$ cat config.mk
export PLATFORM = sky130hd
export DESIGN_NAME = video_window_gate
export DESIGN_NICKNAME = d
export VERILOG_FILES = /design/src/rtl/vwg_pkg.sv /design/src/rtl/vwg_sync_edge.sv /design/src/rtl/vwg_axis_track.sv /design/src/rtl/vwg_field_ctl.sv /design/src/rtl/video_window_gate.sv
export SDC_FILE = /design/constraint.sdc
export NUM_CORES = 1
export LEC_CHECK = 0
export BUFFER_PORTS_ARGS = -buffer_cell sky130_fd_sc_hd__buf_2
export CORE_UTILIZATION = 44
export CTS_CLUSTER_SIZE = 24
export DETAILED_ROUTE_END_ITERATION = 16
export PLACE_DENSITY = 0.67
export SLEW_MARGIN = 15
export SYNTH_ARGS = -nofsm -noshare
export SYNTH_HDL_FRONTEND = slang
export SYNTH_SLANG_ARGS = --single-unit
$ cat constraint.sdc
create_clock -name clk -period 2.8 [get_ports clk]
set_clock_uncertainty 0.05 [all_clocks]
set_input_delay 0.28 -clock clk [delete_from_list [all_inputs] [get_ports clk]]
set_output_delay 0.28 -clock clk [all_outputs]
set_load 0.02 [all_outputs]
$ cat src/rtl/vwg_pkg.sv
`timescale 1ns/1ps
package vwg_pkg;
   typedef enum logic [1:0] {
      ST_IDLE  = 2'd0,
      ST_ARMED = 2'd1,
      ST_RUN   = 2'd2
   } run_state_t;
endpackage

$ cat src/rtl/vwg_sync_edge.sv
`timescale 1ns/1ps
module vwg_sync_edge #(
   parameter bit ACTIVE_HIGH = 1'b1
) (
   input  logic clk,
   input  logic rst_n,
   input  logic sync_in,
   output logic act_o,
   output logic rise_o
);
   logic prev_q;

   generate
      if (ACTIVE_HIGH) begin : g_hi
         assign act_o = sync_in;
      end else begin : g_lo
         assign act_o = ~sync_in;
      end
   endgenerate

   // Start as "already active" so no edge is seen out of reset.
   always_ff @(posedge clk or negedge rst_n) begin
      if (!rst_n) prev_q <= 1'b1;
      else        prev_q <= act_o;
   end

   assign rise_o = act_o & ~prev_q;

   // an active edge can never repeat on the next cycle
   assert_single_edge_R3: assert property (@(posedge clk) disable iff (!rst_n)
      rise_o |=> !rise_o);
endmodule

$ cat src/rtl/vwg_axis_track.sv
`timescale 1ns/1ps
module vwg_axis_track #(
   parameter int W        = 12,
   parameter bit POST_INC = 1'b0
) (
   input  logic         clk,
   input  logic         rst_n,
   input  logic         clr,
   input  logic         adv,
   input  logic [W-1:0] first,
   input  logic [W-1:0] count,
   output logic         in_win_o
);
   localparam logic [W-1:0] MAXV = '1;

   logic [W-1:0] cnt_q, idx, nxt;
   logic [W:0]   lo, hi, ix;

   function automatic logic [W-1:0] bump(input logic [W-1:0] v);
      return (v == MAXV) ? v : v + W'(1);
   endfunction

   generate
      if (POST_INC) begin : g_post
         // index already includes this cycle's advance (line counting)
         always_comb begin
            idx = clr ? '0 : (adv ? bump(cnt_q) : cnt_q);
            nxt = idx;
         end
      end else begin : g_pre
         // index names the item of this cycle, advance applies after it
         always_comb begin
            idx = clr ? '0 : cnt_q;
            nxt = adv ? bump(idx) : idx;
         end
      end
   endgenerate

   always_ff @(posedge clk or negedge rst_n) begin
      if (!rst_n) cnt_q <= '0;
      else        cnt_q <= nxt;
   end

   always_comb begin
      lo       = {1'b0, first};
      hi       = lo + {1'b0, count};
      ix       = {1'b0, idx};
      in_win_o = (ix >= lo) && (ix < hi);
   end

   // between restarts the index never goes backwards
   assert_count_monotone_R1: assert property (@(posedge clk) disable iff (!rst_n)
      !clr |=> cnt_q >= $past(cnt_q));
endmodule

$ cat src/rtl/vwg_field_ctl.sv
`timescale 1ns/1ps
module vwg_field_ctl
   import vwg_pkg::*;
(
   input  logic clk,
   input  logic rst_n,
   input  logic vs_rise,
   input  logic hs_act,
   input  logic host_run,
   input  logic first_odd,
   output logic run_nx_o,
   output logic field_odd_o,
   output logic start_o
);
   run_state_t st_q, st_nx;
   logic       par_odd;

   assign par_odd = ~hs_act;

   always_comb begin
      st_nx = st_q;
      unique case (st_q)
         ST_IDLE:  if (host_run) st_nx = ST_ARMED;
         ST_ARMED: begin
            if (!host_run)                            st_nx = ST_IDLE;
            else if (vs_rise && (par_odd == first_odd)) st_nx = ST_RUN;
         end
         ST_RUN:   if (!host_run) st_nx = ST_IDLE;
         default:  st_nx = ST_IDLE;
      endcase
   end

   always_ff @(posedge clk or negedge rst_n) begin
      if (!rst_n) begin
         st_q        <= ST_IDLE;
         field_odd_o <= 1'b1;
         start_o     <= 1'b0;
      end else begin
         st_q    <= st_nx;
         start_o <= (st_q == ST_ARMED) && (st_nx == ST_RUN);
         if (vs_rise) field_odd_o <= par_odd;
      end
   end

   assign run_nx_o = (st_nx == ST_RUN);

   // the start strobe lasts one cycle
   assert_start_single_R5: assert property (@(posedge clk) disable iff (!rst_n)
      start_o |=> !start_o);
   // the started field has the selected parity
   assert_start_parity_R5: assert property (@(posedge clk) disable iff (!rst_n)
      start_o |-> (field_odd_o == $past(first_odd)));
   // no start without the run command
   assert_start_needs_run_R4: assert property (@(posedge clk) disable iff (!rst_n)
      start_o |-> $past(host_run));
endmodule

$ cat src/rtl/video_window_gate.sv
`timescale 1ns/1ps
module video_window_gate #(
   parameter int PIX_W            = 12,
   parameter int LINE_W           = 11,
   parameter bit SYNC_ACTIVE_HIGH = 1'b1
) (
   input  logic              clk,
   input  logic              rst_n,
   input  logic              hsync_in,
   input  logic              vsync_in,
   input  logic              pix_vld,
   input  logic              host_run,
   input  logic              first_odd,
   input  logic [PIX_W-1:0]  pix_first,
   input  logic [PIX_W-1:0]  pix_count,
   input  logic [LINE_W-1:0] line_first,
   input  logic [LINE_W-1:0] line_count,
   output logic              win_vld_o,
   output logic              field_odd_o,
   output logic              start_o
);
   generate
      if (PIX_W < 2 || PIX_W > 16) begin : g_bad_pix
         $error("video_window_gate: PIX_W out of range");
      end
      if (LINE_W < 2 || LINE_W > 16) begin : g_bad_line
         $error("video_window_gate: LINE_W out of range");
      end
   endgenerate

   logic hs_act, hs_rise, vs_act, vs_rise;
   logic px_in, ln_in, run_nx;

   vwg_sync_edge #(.ACTIVE_HIGH(SYNC_ACTIVE_HIGH)) u_hs (
      .clk(clk), .rst_n(rst_n), .sync_in(hsync_in),
      .act_o(hs_act), .rise_o(hs_rise));

   vwg_sync_edge #(.ACTIVE_HIGH(SYNC_ACTIVE_HIGH)) u_vs (
      .clk(clk), .rst_n(rst_n), .sync_in(vsync_in),
      .act_o(vs_act), .rise_o(vs_rise));

   vwg_axis_track #(.W(PIX_W), .POST_INC(1'b0)) u_px (
      .clk(clk), .rst_n(rst_n), .clr(hs_rise), .adv(pix_vld),
      .first(pix_first), .count(pix_count), .in_win_o(px_in));

   vwg_axis_track #(.W(LINE_W), .POST_INC(1'b1)) u_ln (
      .clk(clk), .rst_n(rst_n), .clr(vs_rise), .adv(hs_rise),
      .first(line_first), .count(line_count), .in_win_o(ln_in));

   vwg_field_ctl u_fc (
      .clk(clk), .rst_n(rst_n), .vs_rise(vs_rise), .hs_act(hs_act),
      .host_run(host_run), .first_odd(first_odd), .run_nx_o(run_nx),
      .field_odd_o(field_odd_o), .start_o(start_o));

   always_ff @(posedge clk or negedge rst_n) begin
      if (!rst_n) win_vld_o <= 1'b0;
      else        win_vld_o <= run_nx & pix_vld & px_in & ln_in;
   end

   // a window pixel always follows a valid input pixel
   assert_win_needs_pixel_R7: assert property (@(posedge clk) disable iff (!rst_n)
      win_vld_o |-> $past(pix_vld));
   // a window pixel always follows a cycle with the run command high
   assert_win_needs_run_R4: assert property (@(posedge clk) disable iff (!rst_n)
      win_vld_o |-> $past(host_run));
   // a start follows a cycle with vertical sync active
   assert_start_on_vsync_R5: assert property (@(posedge clk) disable iff (!rst_n)
      start_o |-> $past(vs_act));
endmodule

# ---- After elaboration in Yosys (flattened, before gate mapping)
# Index checks and enable logic that the tools add are counted.
dict set report word_totals {
  mem_bits_ro 0
  in_bits 53
  mem_bits_rw 0
  regBits 30
  out_inout_bits 3
  n_memories 0
  wordCells 46
  latch_bits 0
}
dict set report op_classes {
  add_sub_neg 4
  div_mod_pow 0
  reduce_logical 5
  bitwise_logic 8
  n_eq_ne 6
  n_shift 0
  mul 0
  n_lt_le_gt_ge 4
  mux 11
}
# op count
set op_table {}
lappend op_table {{2-to-1 mux 12 bit} 3}
lappend op_table {{2-to-1 mux 11 bit} 3}
lappend op_table {{adder 12 x 12 -> 13 bit} 1}
lappend op_table {{less-than comparator 12 x 13 -> 1 bit} 1}
lappend op_table {{adder 11 x 11 -> 12 bit} 1}
lappend op_table {{adder 12 x 1 -> 12 bit, second input constant} 1}
lappend op_table {{equality test 12 bit, second input constant} 1}
lappend op_table {{>= comparator 12 bit} 1}
lappend op_table {{less-than comparator 11 x 12 -> 1 bit} 1}
lappend op_table {{adder 11 x 1 -> 11 bit, second input constant} 1}
lappend op_table {{equality test 11 bit, second input constant} 1}
lappend op_table {{>= comparator 11 bit} 1}
lappend op_table {{2-to-1 mux 2 bit} 4}
lappend op_table {{case mux 2 bit (3 select lines)} 1}
lappend op_table {{bitwise AND 1 bit} 5}
lappend op_table {{equality test 2 bit, second input constant} 2}
lappend op_table {{logical AND 1 bit} 4}
lappend op_table {{NOT 1 bit} 3}
lappend op_table {{equality test 2 x 1 -> 1 bit, second input constant} 1}
lappend op_table {{logical NOT 2 bit} 1}
lappend op_table {{equality test 1 bit} 1}

# ---- Depth between registers and ports, before layout
# Gate-level depths: netlist (run 1).
dict set report depth {
  word_depth 10
  ltp_mapped 16
  depth_no_buf 16
}

# ---- Modules after synthesis
# From an unflattened synthesis (run 1), not the netlist that was laid out.
dict set report unflattened {
  hier_cells 424
  area_unflattened_um2 3643.5
}
# module seq_area_each_um2 instances cells_each area_each_um2
set modules_own_cells {}
lappend modules_own_cells {{vwg_axis_track at u_px} 300.3 1 212 1784.2}
lappend modules_own_cells {{vwg_axis_track at u_ln} 275.3 1 189 1560.2}
lappend modules_own_cells {vwg_field_ctl 101.3 1 15 170.2}
lappend modules_own_cells {vwg_sync_edge 26.3 2 3 47.5}
lappend modules_own_cells {video_window_gate 25.0 1 2 33.8}

# ---- Worst setup path after synthesis (run 1)
# Ideal clock, no wire load.
dict set report synth_timing {
  path_kind {register -> register}
  from {reg u_ln.cnt_q[0]}
  to {reg win_vld_o}
  required_time_ns 2.656
  stages_incl_launch_ff 16
  setup_time_ns 0.094
  path_buffers 0
  arrival_time_ns 2.943
  path_slack_ns -0.287
  synth_period_minus_slack_ns 3.087
  cell_sequence {dfrtp_1 > ha_1 > and4_4 > a41oi_4 > and3_1 > nand4_1 > xor2_1 > nor2_1 > ha_1 > a21o_1 > a21o_1 > a21oi_1 > o21ai_0 > a31oi_1 > a2111oi_2 > a211oi_1}
}
dict set report synth_via {
  elab_chain_len 7
  elab_cells_between_ends 9
  cone_classes {add/sub (1); order compare (2); eq/ne (1); mux (3); bitwise (1); reduce/logical (1)}
}
# element line_no
set synth_rtl {}
lappend synth_rtl {{start: declaration} vwg_axis_track.sv:16} ;# logic [W-1:0] cnt_q, idx, nxt;
lappend synth_rtl {{start signal: assignment} vwg_axis_track.sv:41} ;# else cnt_q <= nxt;
lappend synth_rtl {{adder 11 x 1 -> 11 bit or equality test 11 bit (tied branches)} vwg_axis_track.sv:20} ;# return (v == MAXV) ? v : v + W'(1);
lappend synth_rtl {{2-to-1 mux 11 bit (*)} vwg_axis_track.sv:20}
lappend synth_rtl {{2-to-1 mux 11 bit (*) (2 in a row)} vwg_axis_track.sv:27} ;# idx = clr ? '0 : (adv ? bump(cnt_q) : cnt_q);
lappend synth_rtl {{via u_ln.idx[5]} vwg_axis_track.sv:16}
lappend synth_rtl {{less-than comparator 11 x 12 -> 1 bit or >= comparator 11 bit (tied branches)} vwg_axis_track.sv:48} ;# in_win_o = (ix >= lo) && (ix < hi);
lappend synth_rtl {{logical AND 1 bit (*)} vwg_axis_track.sv:48}
lappend synth_rtl {{bitwise AND 1 bit (*)} video_window_gate.sv:57} ;# else win_vld_o <= run_nx & pix_vld & px_in & ln_in;
lappend synth_rtl {{end signal: assignment} video_window_gate.sv:57}
lappend synth_rtl {{end: declaration} video_window_gate.sv:18} ;# output logic win_vld_o,
# The timed path passes the listed nets; every way through them passes the cells marked *.
# A chain may end at the register's enable or synchronous reset.

# ---- Final worst setup path (run 1)
dict set report layout_timing {
  from {reg u_ln.cnt_q[1]}
  to {reg win_vld_o}
}
# Same word-level chain as after synthesis.

==> flow_summary.toml, run 1 <==
[routing]
drt_pass_1_iters = 4
num_vias = 3180
drtIter0Drc = 91
drt_wl_total_um = 8020
drcViolationCount = 0
route.detailed.vias_per_inst = 5.24
detail-route-antenna-nets = 0
routedWlPerCell_um = 13.2

[sta]
timing_hold_violations_final = 27
finish_stage_setup_viols = 1
finalCriticalPeriod_ps = 2980
hold_slack_ps = -13.5
final_setup_tns_ps = -177
slew_violations = 0
post-route-worst-setup-slack_ps = -177
timing.max_slew.rel_slack = 0.538
rsz0062_at_grt = "true"
worstMarginPinSlew_ps = 692
max_clock_freq_mhz = 336
tcrit_tclk_final = 1.06

[global_routing]
grt_pass1_wl_um = 13500
grtUsageMet3 = 0.0384
vias_in_the_first_global_route = 3134
grt-busiest-layer = "met2"
globalRouteTotalUtil = 0.216
grt_use_met2 = 0.390
initial_antenna_violation_count = 0
maximum_number_of_pins_on_one_net_before_global_route_repair = 31
groute.layer.met1.usage = 0.265
grt-ovfl-total = 0

[logic_synthesis]
synth_top_cells_by_area = "sky130_fd_sc_hd__ha_1 (26%), sky130_fd_sc_hd__dfrtp_1 (20%), sky130_fd_sc_hd__xor2_1 (6.0%)"
synth_flop_cell = "sky130_fd_sc_hd__dfrtp_1"
synth_edf_count = 0
yosys.cell_types.count = 51
post_synth_inst_count = 389
synth_nets = 513
synth_area_mm2 = 0.00338
ys_seq_elements = 30
yosysWarnings = 0
ys_async_sr_fraction = 1.00
top_cell_type_s_share_of_synthesized_area = 0.255
postSynthAreaPerCell_um2 = 8.69
synth.largest_area_cell = "sky130_fd_sc_hd__ha_1"
seq_area_frac_synth = 0.223

[power_and_ir_drop]
p_leak_nw = 2.38
peakVddDrop_mv = 0.237
power_mw = 1.51
power_density_mw_per_mm2 = 347

[setup_path]
worstSetupStartpointType = "flip-flop"
worstPathRequired_ps = 2940
timing.critical_path.arrival_ps = 3120
end_kind = "flip-flop"
setup.worst_path.class = "flip-flop to flip-flop"
crit_path_max_fanout = 2

[cts]
numCtsBuffers = 5
holdBufCountCts = 0
clock_sinks = 30
clk_path_buf_depth = 2
ctsHtreeMaxLevel = 2
post_cts_clock_slew_at_the_launch_and_capture_registers_of_the_worst_setup_and_hold_paths_ps = 70
insertion_delay_ps = 280
cts_tree = "yes"
cts-root-buf = "sky130_fd_sc_hd__clkbuf_8"

[placement]
pre_cts_ws_ps = -444
buffer_ports.inserted = 55
dp.final_hpwl_um = 6790
gp_congestion = 0.845

[floorplan]
fp.dieH_um = 89.6
pin_count = 56
initial_utilization = 0.461
chipWidth_um = 89.6
num_rows = 31
fp.dieArea_mm2 = 0.00804
floorplan.core_area_mm2 = 0.00733

[final_layout]
antenna-diode-count = 0
fin_nets = 631
drive_above_1_share = 0.287
area_growth_pct = 29.0
postLayoutCoreUtil = 0.595

[run_status]
failed_checks = "negative hold slack, negative setup slack"
run_status = "finished with violations"

[hold_path]
hold_class = "input port to asynchronous set/reset pin"

[flow_run]
drv_cap = 0
-- cell type report --
| class | count | area [um^2] |
|---|---|---|
| fill | 682 | 2970 |
| clock inverter | 2 | 12.5 |
| tap | 99 | 124 |
| clock buffer | 6 | 82.6 |
| timing repair buffer | 113 | 711 |
| inverter | 37 | 139 |
| sequential | 30 | 754 |
| multi-input combinational | 320 | 2540 |
-- cell usage in the layout, fill, tap and decap left out, types with 2 or more instances in the layout --
master                     count
sky130_fd_sc_hd__a211o_1       2
sky130_fd_sc_hd__a211oi_1      3
sky130_fd_sc_hd__a21o_1       13
sky130_fd_sc_hd__a21oi_1      24
sky130_fd_sc_hd__a31oi_1       4
sky130_fd_sc_hd__and2_1        9
sky130_fd_sc_hd__and3_1        2
sky130_fd_sc_hd__and4_4        2
sky130_fd_sc_hd__buf_2        55
sky130_fd_sc_hd__buf_4        58
sky130_fd_sc_hd__clkbuf_8      6
sky130_fd_sc_hd__dfrtp_1      27
sky130_fd_sc_hd__dfstp_2       3
sky130_fd_sc_hd__ha_1         67
sky130_fd_sc_hd__ha_4          2
sky130_fd_sc_hd__inv_1        36
sky130_fd_sc_hd__mux2i_1       4
sky130_fd_sc_hd__nand2_1      26
sky130_fd_sc_hd__nand2b_1      5
sky130_fd_sc_hd__nand3_1      12
sky130_fd_sc_hd__nand4_1       8
sky130_fd_sc_hd__nor2_1       30
sky130_fd_sc_hd__nor2_2        2
sky130_fd_sc_hd__nor2b_1       7
sky130_fd_sc_hd__nor3_1        9
sky130_fd_sc_hd__nor4_1        2
sky130_fd_sc_hd__o21a_1        9
sky130_fd_sc_hd__o21ai_0      12
sky130_fd_sc_hd__o21ai_1       3
sky130_fd_sc_hd__o31ai_1       2
sky130_fd_sc_hd__or2_2         2
sky130_fd_sc_hd__xnor2_1       9
sky130_fd_sc_hd__xor2_1       23
-- through the flow --
stage | instances | instance area, um^2
after floorplan | 389 | 3420
after global placement | 596 | 4230
after detailed placement | 596 | 4230
after CTS | 605 | 4340
after global routing | 607 | 4360
final | 607 | 4360
-- registers in the layout (all words and copies together) (netlist names) --
signal / cells
u_fc.field_odd_o: 1
u_fc.st_q: 2
u_fc.start_o: 1
u_hs.prev_q: 1
u_ln.cnt_q: 11
u_px.cnt_q: 12
u_vs.prev_q: 1
win_vld_o: 1
-- cell usage after synthesis (2+ instances only) --
cell and count:
sky130_fd_sc_hd__a21o_1 13, sky130_fd_sc_hd__dfstp_2 3, sky130_fd_sc_hd__or2_2 2, sky130_fd_sc_hd__ha_1 69, sky130_fd_sc_hd__clkbuf_1 2, sky130_fd_sc_hd__o21a_1 9
sky130_fd_sc_hd__o21ai_0 14, sky130_fd_sc_hd__nor3_1 9, sky130_fd_sc_hd__a211o_1 2, sky130_fd_sc_hd__a21oi_1 25, sky130_fd_sc_hd__xor2_1 23, sky130_fd_sc_hd__a31oi_1 4
sky130_fd_sc_hd__dfrtp_1 27, sky130_fd_sc_hd__a211oi_1 3, sky130_fd_sc_hd__mux2i_1 4, sky130_fd_sc_hd__nor4_1 3, sky130_fd_sc_hd__xnor2_1 9, sky130_fd_sc_hd__nand2_1 26
sky130_fd_sc_hd__and2_1 9, sky130_fd_sc_hd__o31ai_1 2, sky130_fd_sc_hd__nor2_1 32, sky130_fd_sc_hd__and3_1 3, sky130_fd_sc_hd__nand4_1 8, sky130_fd_sc_hd__nor2b_1 7
sky130_fd_sc_hd__fa_1 2, sky130_fd_sc_hd__nand2b_1 5, sky130_fd_sc_hd__nand3_1 12, sky130_fd_sc_hd__o21ai_1 2, sky130_fd_sc_hd__and4_4 2, sky130_fd_sc_hd__inv_1 37
-- worst max-delay path, cell delays in order, from the launching register on --
cell	delay, ps
sky130_fd_sc_hd__dfrtp_1	410
sky130_fd_sc_hd__ha_4	180
sky130_fd_sc_hd__and4_4	150
sky130_fd_sc_hd__a41oi_4	140
sky130_fd_sc_hd__and3_4	210
sky130_fd_sc_hd__nand4_1	90
sky130_fd_sc_hd__xor2_1	180
sky130_fd_sc_hd__nor2_2	170
sky130_fd_sc_hd__ha_1	270
sky130_fd_sc_hd__a21o_1	160
sky130_fd_sc_hd__a21o_1	180
sky130_fd_sc_hd__a21oi_2	150
sky130_fd_sc_hd__o21ai_1	80
sky130_fd_sc_hd__a31oi_1	210
sky130_fd_sc_hd__a2111oi_2	70
sky130_fd_sc_hd__a211oi_1	180
-- cell families after synthesis --
kind of cell / Yosys count / synth area share
adder cells (fa/ha/maj): 71 / 0.267
AO/OA/AOI/OAI: 85 / 0.174
AND/OR/NAND/NOR: 127 / 0.194
XOR/XNOR: 32 / 0.0829
multiplexers: 5 / 0.0152
flip-flops: 30 / 0.223
buffers and inverters: 39 / 0.0433
-- path summary, 6_finish.rpt --
check	start	endpoint	slack (ps)	cells past startpoint
hold / removal	rst_n	u_fc.start_o	-10	1
setup / recovery	u_ln.cnt_q[1]	win_vld_o	-180	15
min in group clk	vsync_in	u_vs.prev_q	50	1
max in group asynchronous	rst_n	u_px.cnt_q[5]	2270	1
hold reg to reg	u_fc.field_odd_o	u_fc.field_odd_o	420	2
setup reg to reg	u_ln.cnt_q[1]	win_vld_o	-180	15
-- layer usage --
| layer | part of all wire | vias to the layer above |
|---|---|---|
| li1 | - | 1633 |
| met1 | 0.46 | 1477 |
| met2 | 0.49 | 60 |
| met3 | 0.035 | 10 |
| met4 | 0.015 | 0 |
| met5 | 0 | - |
-- where the power goes --
part / internal (mW) / switching (mW) / leakage, nW
Sequential: 0.470 / 0.0231 / 0.400
Combinational: 0.320 / 0.331 / 1.93
Clock: 0.197 / 0.173 / 0.0472
Total: 0.988 / 0.527 / 2.38
-- what timing repair did --
action / in CTS / in global routing
setup buffers: 1 / 2
pin swaps: 2 / 1
gates resized for setup: 2 / 3
endpoints found under the setup margin: 1 / 6
No activity file was read; power rests on OpenSTA's default activity.
==> run 2, diff against run 1 <==
Settings changed: CORE_ASPECT_RATIO from default to 2.
==> flow_summary.toml, run 2 (synthesis results as in run 1) <==
[cts]
insertion_delay_ps = 280
numCtsBuffers = 5
ctsHtreeMaxLevel = 2
cts_tree = "yes"
cts-root-buf = "sky130_fd_sc_hd__clkbuf_16"
clk_path_buf_depth = 2
post_cts_clock_slew_at_the_launch_and_capture_registers_of_the_worst_setup_and_hold_paths_ps = 50
clock_sinks = 30

[setup_path]
setup.worst_path.class = "flip-flop to flip-flop"
crit_path_max_fanout = 2
critPathTopFamily = "compound AO/OA/AOI/OAI gates"
timing.critical_path.arrival_ps = 2960
worstPathRequired_ps = 2940
worstSetupStartpointType = "flip-flop"
worstPathCellList = "ha_4 > and4_4 > a41oi_4 > and3_4 > nand4_1 > xor2_1 > nor2_2 > ha_1 > a21o_1 > a21o_1 > a21oi_2 > o21ai_1 > a31oi_1 > a2111oi_2 > a211oi_1"
critical_path.n_buffers_inverters = 0
end_kind = "flip-flop"
critPathMostFrequentCell = "sky130_fd_sc_hd__a21o_1"
slowest_delay_ps = 400
critical_path.slowest_cell = "sky130_fd_sc_hd__dfrtp_1"

[placement]
dp.final_hpwl_um = 7360
gp_congestion = 0.827
pre_cts_ws_ps = -564
buffer_ports.inserted = 55
placed_instances = 588

[routing]
num_vias = 3285
detail-route-antenna-nets = 0
drt_pass_1_iters = 4
drtIter0Drc = 98
drcViolationCount = 0
routedWlPerCell_um = 14.6
drt_wl_total_um = 8690
route.detailed.vias_per_inst = 5.50

[run_status]
run_status = "finished with violations"
failed_checks = "negative hold slack, negative setup slack"

[global_routing]
initial_antenna_violation_count = 0
grt-ovfl-total = 0
maximum_number_of_pins_on_one_net_before_global_route_repair = 31
grt_pass1_wl_um = 14700
vias_in_the_first_global_route = 3512
globalRouteTotalUtil = 0.231

[power_and_ir_drop]
peakVddDrop_mv = 0.230
p_leak_nw = 2.41
power_density_mw_per_mm2 = 375

[sta]
rsz0062_at_grt = "true"
final_setup_tns_ps = -23.5
tcrit_tclk_final = 1.01
timing.max_slew.rel_slack = 0.553
finalCriticalPeriod_ps = 2820
slew_violations = 0
finish_stage_setup_viols = 1
hold_slack_ps = -10.1
max_clock_freq_mhz = 354
post-route-worst-setup-slack_ps = -23.5
worstMarginPinSlew_ps = 670
timing_hold_violations_final = 27

[final_layout]
fin_nets = 628
multi_input_area_mm2 = 0.00260
area_growth_pct = 31.5
most_common_cell_after_layout_fill_and_taps_aside = "sky130_fd_sc_hd__ha_1"
drive_above_1_share = 0.307
regArea_um2 = 754
antenna-diode-count = 0
largest_register_ffs = 12
postLayoutCoreUtil = 0.607
largest_registers = "u_px.cnt_q x12, u_ln.cnt_q x11, u_fc.st_q x2"
mostFrequentLayoutCells = "sky130_fd_sc_hd__ha_1 (67), sky130_fd_sc_hd__buf_2 (55), sky130_fd_sc_hd__buf_4 (54), sky130_fd_sc_hd__inv_1 (36), sky130_fd_sc_hd__nor2_1 (28)"
fill_cells = 675
fin_cells = 597
largest_register = "u_px.cnt_q"

[flow_run]
drv_cap = 0

[floorplan]
fp.dieH_um = 126
pin_count = 56
initial_utilization = 0.462
num_rows = 44
floorplan.core_area_mm2 = 0.00732
chipWidth_um = 64.0
fp.dieArea_mm2 = 0.00806

[hold_path]
hold_class = "input port to asynchronous set/reset pin"
## run 2: cell types whose count changed in the layout (fill, tap and decap cells not counted), moves of 3 or more
cell | previous run | this run
sky130_fd_sc_hd__clkbuf_16 | 0 | 5
sky130_fd_sc_hd__a21oi_2 | 1 | 4
sky130_fd_sc_hd__buf_4 | 58 | 54
sky130_fd_sc_hd__clkbuf_8 | 6 | 0
sky130_fd_sc_hd__a21oi_1 | 24 | 21
## run 2: path summary, 6_finish.rpt
kind | cells past startpoint | slack, ps | from | to
min reg2reg | 2 | 430 | u_fc.field_odd_o | u_fc.field_odd_o
min | 1 | -10 | rst_n | u_ln.cnt_q[9]
min in group clk | 1 | 60 | vsync_in | u_vs.prev_q
max in group asynchronous | 1 | 2280 | rst_n | u_ln.cnt_q[3]
max reg2reg | 15 | -20 | u_ln.cnt_q[1] | win_vld_o
max | 15 | -20 | u_ln.cnt_q[1] | win_vld_o
## run 2: timing repair
action                                  in CTS  in global routing
resized for setup                           10                 11
hold buffers                                 0                  0
buffers inserted                             1                  0
pin swaps                                   13                  6
endpoints found under the setup margin       1                  4
## run 2: worst reg2reg max path, cell delays in order (launching register included)
cell and delay (ps):
sky130_fd_sc_hd__dfrtp_1 400, sky130_fd_sc_hd__ha_4 170, sky130_fd_sc_hd__and4_4 140, sky130_fd_sc_hd__a41oi_4 130
sky130_fd_sc_hd__and3_4 210, sky130_fd_sc_hd__nand4_1 90, sky130_fd_sc_hd__xor2_1 170, sky130_fd_sc_hd__nor2_2 140
sky130_fd_sc_hd__ha_1 270, sky130_fd_sc_hd__a21o_1 160, sky130_fd_sc_hd__a21o_1 180, sky130_fd_sc_hd__a21oi_2 110
sky130_fd_sc_hd__o21ai_1 70, sky130_fd_sc_hd__a31oi_1 200, sky130_fd_sc_hd__a2111oi_2 80, sky130_fd_sc_hd__a211oi_1 160
## run 2: power by group
part | leakage [nW] | internal, mW | switching (mW) | total, mW
clock network | 0.0706 | 0.326 | 0.187 | 0.513
registers | 0.400 | 0.471 | 0.0244 | 0.496
logic | 1.94 | 0.318 | 0.342 | 0.660
total | 2.41 | 1.12 | 0.553 | 1.67
## run 2: cell type report
type	instances	area share
Multi-Input combinational cell	320	0.584
Timing Repair Buffer	110	0.158
Tap cell	92	0.0259
Sequential cell	30	0.170
Clock inverter	2	0.00225
Clock buffer	6	0.0290
Inverter	37	0.0312
## run 2: layer usage
layer  track usage  share of wire  vias to the layer above
li1              -              -                     1621
met1         0.197           0.32                     1570
met2         0.484           0.60                       65
met5             0              0                        -
met4         0.118          0.053                        0
met3        0.0290          0.023                       29
## run 2: stage by stage
step | area, um^2 | power, mW
floorplan | 3420 | 0.905
CTS | 4410 | 1.67
global route | 4450 | 1.79
detailed placement | 4220 | 1.14
global placement | 4220 | 1.12
finish | 4450 | 1.67
==> run 3, diff against run 2 <==
Settings changed: ABC_AREA from default to 1, CORE_MARGIN from default to 5, PLACE_DENSITY 0.67 to default.
Clock period 2.8 ns to 3.7 ns, I/O delays scaled along.
==> flow_summary.toml, run 3 <==
[run_status]
run_status = "finished, final reports clean"

[logic_synthesis]
synth_nets = 628
yosysWarnings = 0
yosys.cell_types.count = 41
synth_edf_count = 0
ys_seq_elements = 30
synth_area_mm2 = 0.00367
synth.most_common_cell = "sky130_fd_sc_hd__nand2_1"
top_cell_type_s_share_of_synthesized_area = 0.235
synth_flop_cell = "sky130_fd_sc_hd__dfrtp_1"
ys_async_sr_fraction = 1.00
post_synth_inst_count = 504
synth_top_cells_by_area = "sky130_fd_sc_hd__ha_1 (24%), sky130_fd_sc_hd__dfrtp_1 (18%), sky130_fd_sc_hd__nand2_1 (9.5%)"
seq_area_frac_synth = 0.205
synthTopCellsByCount = "sky130_fd_sc_hd__nand2_1 (93), sky130_fd_sc_hd__inv_1 (77), sky130_fd_sc_hd__ha_1 (69), sky130_fd_sc_hd__nor2_1 (46), sky130_fd_sc_hd__a21oi_1 (36)"
synth.largest_area_cell = "sky130_fd_sc_hd__ha_1"
postSynthAreaPerCell_um2 = 7.29

[cts]
ctsHtreeMaxLevel = 2
postCtsSetupBuffers = 0
post_cts_clock_slew_at_the_launch_and_capture_registers_of_the_worst_setup_and_hold_paths_ps = 50
numCtsBuffers = 5
cts_tree = "yes"
clock_sinks = 30
clk_path_buf_depth = 2
holdBufCountCts = 0
cts-root-buf = "sky130_fd_sc_hd__clkbuf_16"
insertion_delay_ps = 280
cts_resized = 0

[final_layout]
most_common_cell_after_layout_fill_and_taps_aside = "sky130_fd_sc_hd__nand2_1"
largest_registers = "u_px.cnt_q x12, u_ln.cnt_q x11, u_fc.st_q x2"
antenna-diode-count = 0
area_growth_pct = 14.9
largest_register = "u_px.cnt_q"
final_cell_area_mm2 = 0.00422
drive_above_1_share = 0.164
largest_register_ffs = 12
fill_cells = 852
mostFrequentLayoutCells = "sky130_fd_sc_hd__nand2_1 (93), sky130_fd_sc_hd__inv_1 (77), sky130_fd_sc_hd__ha_1 (69), sky130_fd_sc_hd__buf_2 (55), sky130_fd_sc_hd__nor2_1 (46)"
fin_nets = 690

[sta]
finalCriticalPeriod_ps = 2920
finish_stage_setup_viols = 0
max_clock_freq_mhz = 342
rsz0062_at_grt = "false"
slew_violations = 0
timing_hold_violations_final = 0
final_setup_tns_ps = 0
timing.max_slew.rel_slack = 0.543
worstMarginPinSlew_ps = 686
tcrit_tclk_final = 0.790

[routing]
drtIter0Drc = 106
drt_wl_total_um = 9840
drt_pass_1_iters = 4
routedWlPerCell_um = 14.8
detail-route-antenna-nets = 0
num_vias = 3469
route.detailed.vias_per_inst = 5.22
drcViolationCount = 0

[floorplan]
chipWidth_um = 74.6
fp.dieH_um = 139
floorplan.core_area_mm2 = 0.00823
initial_utilization = 0.446
fp.dieArea_mm2 = 0.0104
pin_count = 56
num_rows = 47

[placement]
dp.final_hpwl_um = 8710
buffer_ports.inserted = 55
gp_congestion = 0.895
dpl-instance-area_mm2 = 0.00407

[power_and_ir_drop]
peakVddDrop_mv = 0.153
combinational_group_share_of_total_power = 0.369
power_density_mw_per_mm2 = 293
p_sw_frac = 0.353
power_frac_clock = 0.333
p_leak_nw = 2.29
power.switching_uw = 437
power.sequential.fraction = 0.298
power_report.internal_total_uw = 799

[hold_path]
hold_class = "input port to asynchronous set/reset pin"

[setup_path]
setup.worst_path.class = "flip-flop to flip-flop"
worstPathRequired_ps = 3820
timing.critical_path.arrival_ps = 3040
worstSetupStartpointType = "flip-flop"
crit_path_max_fanout = 4
end_kind = "flip-flop"

[global_routing]
grt-busiest-layer = "met2"
vias_in_the_first_global_route = 3576
grt_pass1_wl_um = 16000
grt_use_met2 = 0.412
initial_antenna_violation_count = 0
globalRouteTotalUtil = 0.199
groute.layer.met1.usage = 0.170
grt-ovfl-total = 0
grtUsageMet3 = 0.0159
maximum_number_of_pins_on_one_net_before_global_route_repair = 31

[flow_run]
drv_cap = 0
==> run 3: cell types whose count changed after synthesis, moves of 10 or more <==
cell and delta:
sky130_fd_sc_hd__nand2_1 +67, sky130_fd_sc_hd__a21o_1 -10, sky130_fd_sc_hd__inv_1 +40, sky130_fd_sc_hd__nor2_1 +14
sky130_fd_sc_hd__a21oi_1 +11, sky130_fd_sc_hd__nand3_1 +11
==> run 3: cell type report <==
class                           count  area, um^2  area share
Clock buffer                        6         139      0.0329
Clock inverter                      2        12.5     0.00297
Inverter                           83         314      0.0744
Multi-Input combinational cell    390        2590       0.615
Tap cell                           98         123      0.0291
Sequential cell                    30         754       0.179
Timing Repair Buffer               56         283      0.0670
==> run 3: logic make-up (layout without fill, tap and decap cells) <==
| family | Yosys count | after routing | synth area share |
|---|---|---|---|
| xor gates and xnor gates | 30 | 30 | 0.0715 |
| DFF | 30 | 30 | 0.205 |
| buffers and inverters | 84 | 147 | 0.0886 |
| AOI/OAI and AO/OA | 80 | 80 | 0.125 |
| and+or+nand+nor | 209 | 209 | 0.263 |
| adders and majority gates | 71 | 71 | 0.246 |
==> run 3: power by group through the flow <==
stage	logic, mW	clock network (mW)	registers [mW]
2_1_floorplan	0.327	0	0.372
3_3_place_gp	0.451	0	0.373
3_5_place_dp	0.461	0	0.373
4_1_cts	0.464	0.419	0.368
5_1_grt	0.524	0.430	0.370
6_report	0.457	0.412	0.368
==> run 3: path summary, 6_finish.rpt <==
| check | startpoint | to | slack [ps] | cells past startpoint |
|---|---|---|---|---|
| worst max-delay path | u_ln.cnt_q[0] | win_vld_o | 780 | 21 |
| worst min-delay path | rst_n | u_px.cnt_q[5] | 80 | 1 |
| worst max register to register | u_ln.cnt_q[0] | win_vld_o | 780 | 21 |
| worst min register to register | u_fc.st_q[1] | u_fc.start_o | 420 | 1 |
| max in group asynchronous | rst_n | u_px.cnt_q[9] | 3070 | 1 |
| min in group clk | vsync_in | u_vs.prev_q | 150 | 1 |
==> run 3: worst max-delay path: stages, from the launching register on <==
cell                       delay, ps
sky130_fd_sc_hd__dfrtp_1         390
sky130_fd_sc_hd__ha_1            220
sky130_fd_sc_hd__inv_1            90
sky130_fd_sc_hd__nor2_1           60
sky130_fd_sc_hd__nand3_1         120
sky130_fd_sc_hd__nand2_2          90
sky130_fd_sc_hd__inv_2            90
sky130_fd_sc_hd__nand2_1          90
sky130_fd_sc_hd__nor2_2          150
sky130_fd_sc_hd__nand3_1         120
sky130_fd_sc_hd__nor2_1          100
sky130_fd_sc_hd__nor2_1           40
sky130_fd_sc_hd__a211oi_1        320
sky130_fd_sc_hd__ha_1            320
sky130_fd_sc_hd__nand2_1          60
sky130_fd_sc_hd__nor2_1           50
sky130_fd_sc_hd__o311ai_0        100
sky130_fd_sc_hd__nand4_1         130
sky130_fd_sc_hd__nand2_1          80
sky130_fd_sc_hd__inv_1            40
sky130_fd_sc_hd__nand2_1          50
sky130_fd_sc_hd__nor2_1           30
==> run 3: layer usage <==
| layer | wire length, um | part of all wire |
|---|---|---|
| met5 | 0 | 0 |
| met4 | 442 | 0.045 |
| met2 | 6040 | 0.61 |
| met3 | 241 | 0.025 |
| met1 | 3120 | 0.32 |
==> run 3: per-stage QoR <==
stage / cells / utilization / setup WS (ps) / hold WS (ps) / total power, mW
global route: 665 / 0.512 / 435 / 143 / 1.32
finish: 665 / 0.512 / 777 / 81.3 / 1.24
floorplan: 504 / - / 1130 / 24.4 / 0.699
CTS: 665 / 0.512 / 747 / 103 / 1.25
global placement: 657 / 0.494 / 832 / 399 / 0.824
detailed placement: 657 / 0.494 / 761 / 397 / 0.834
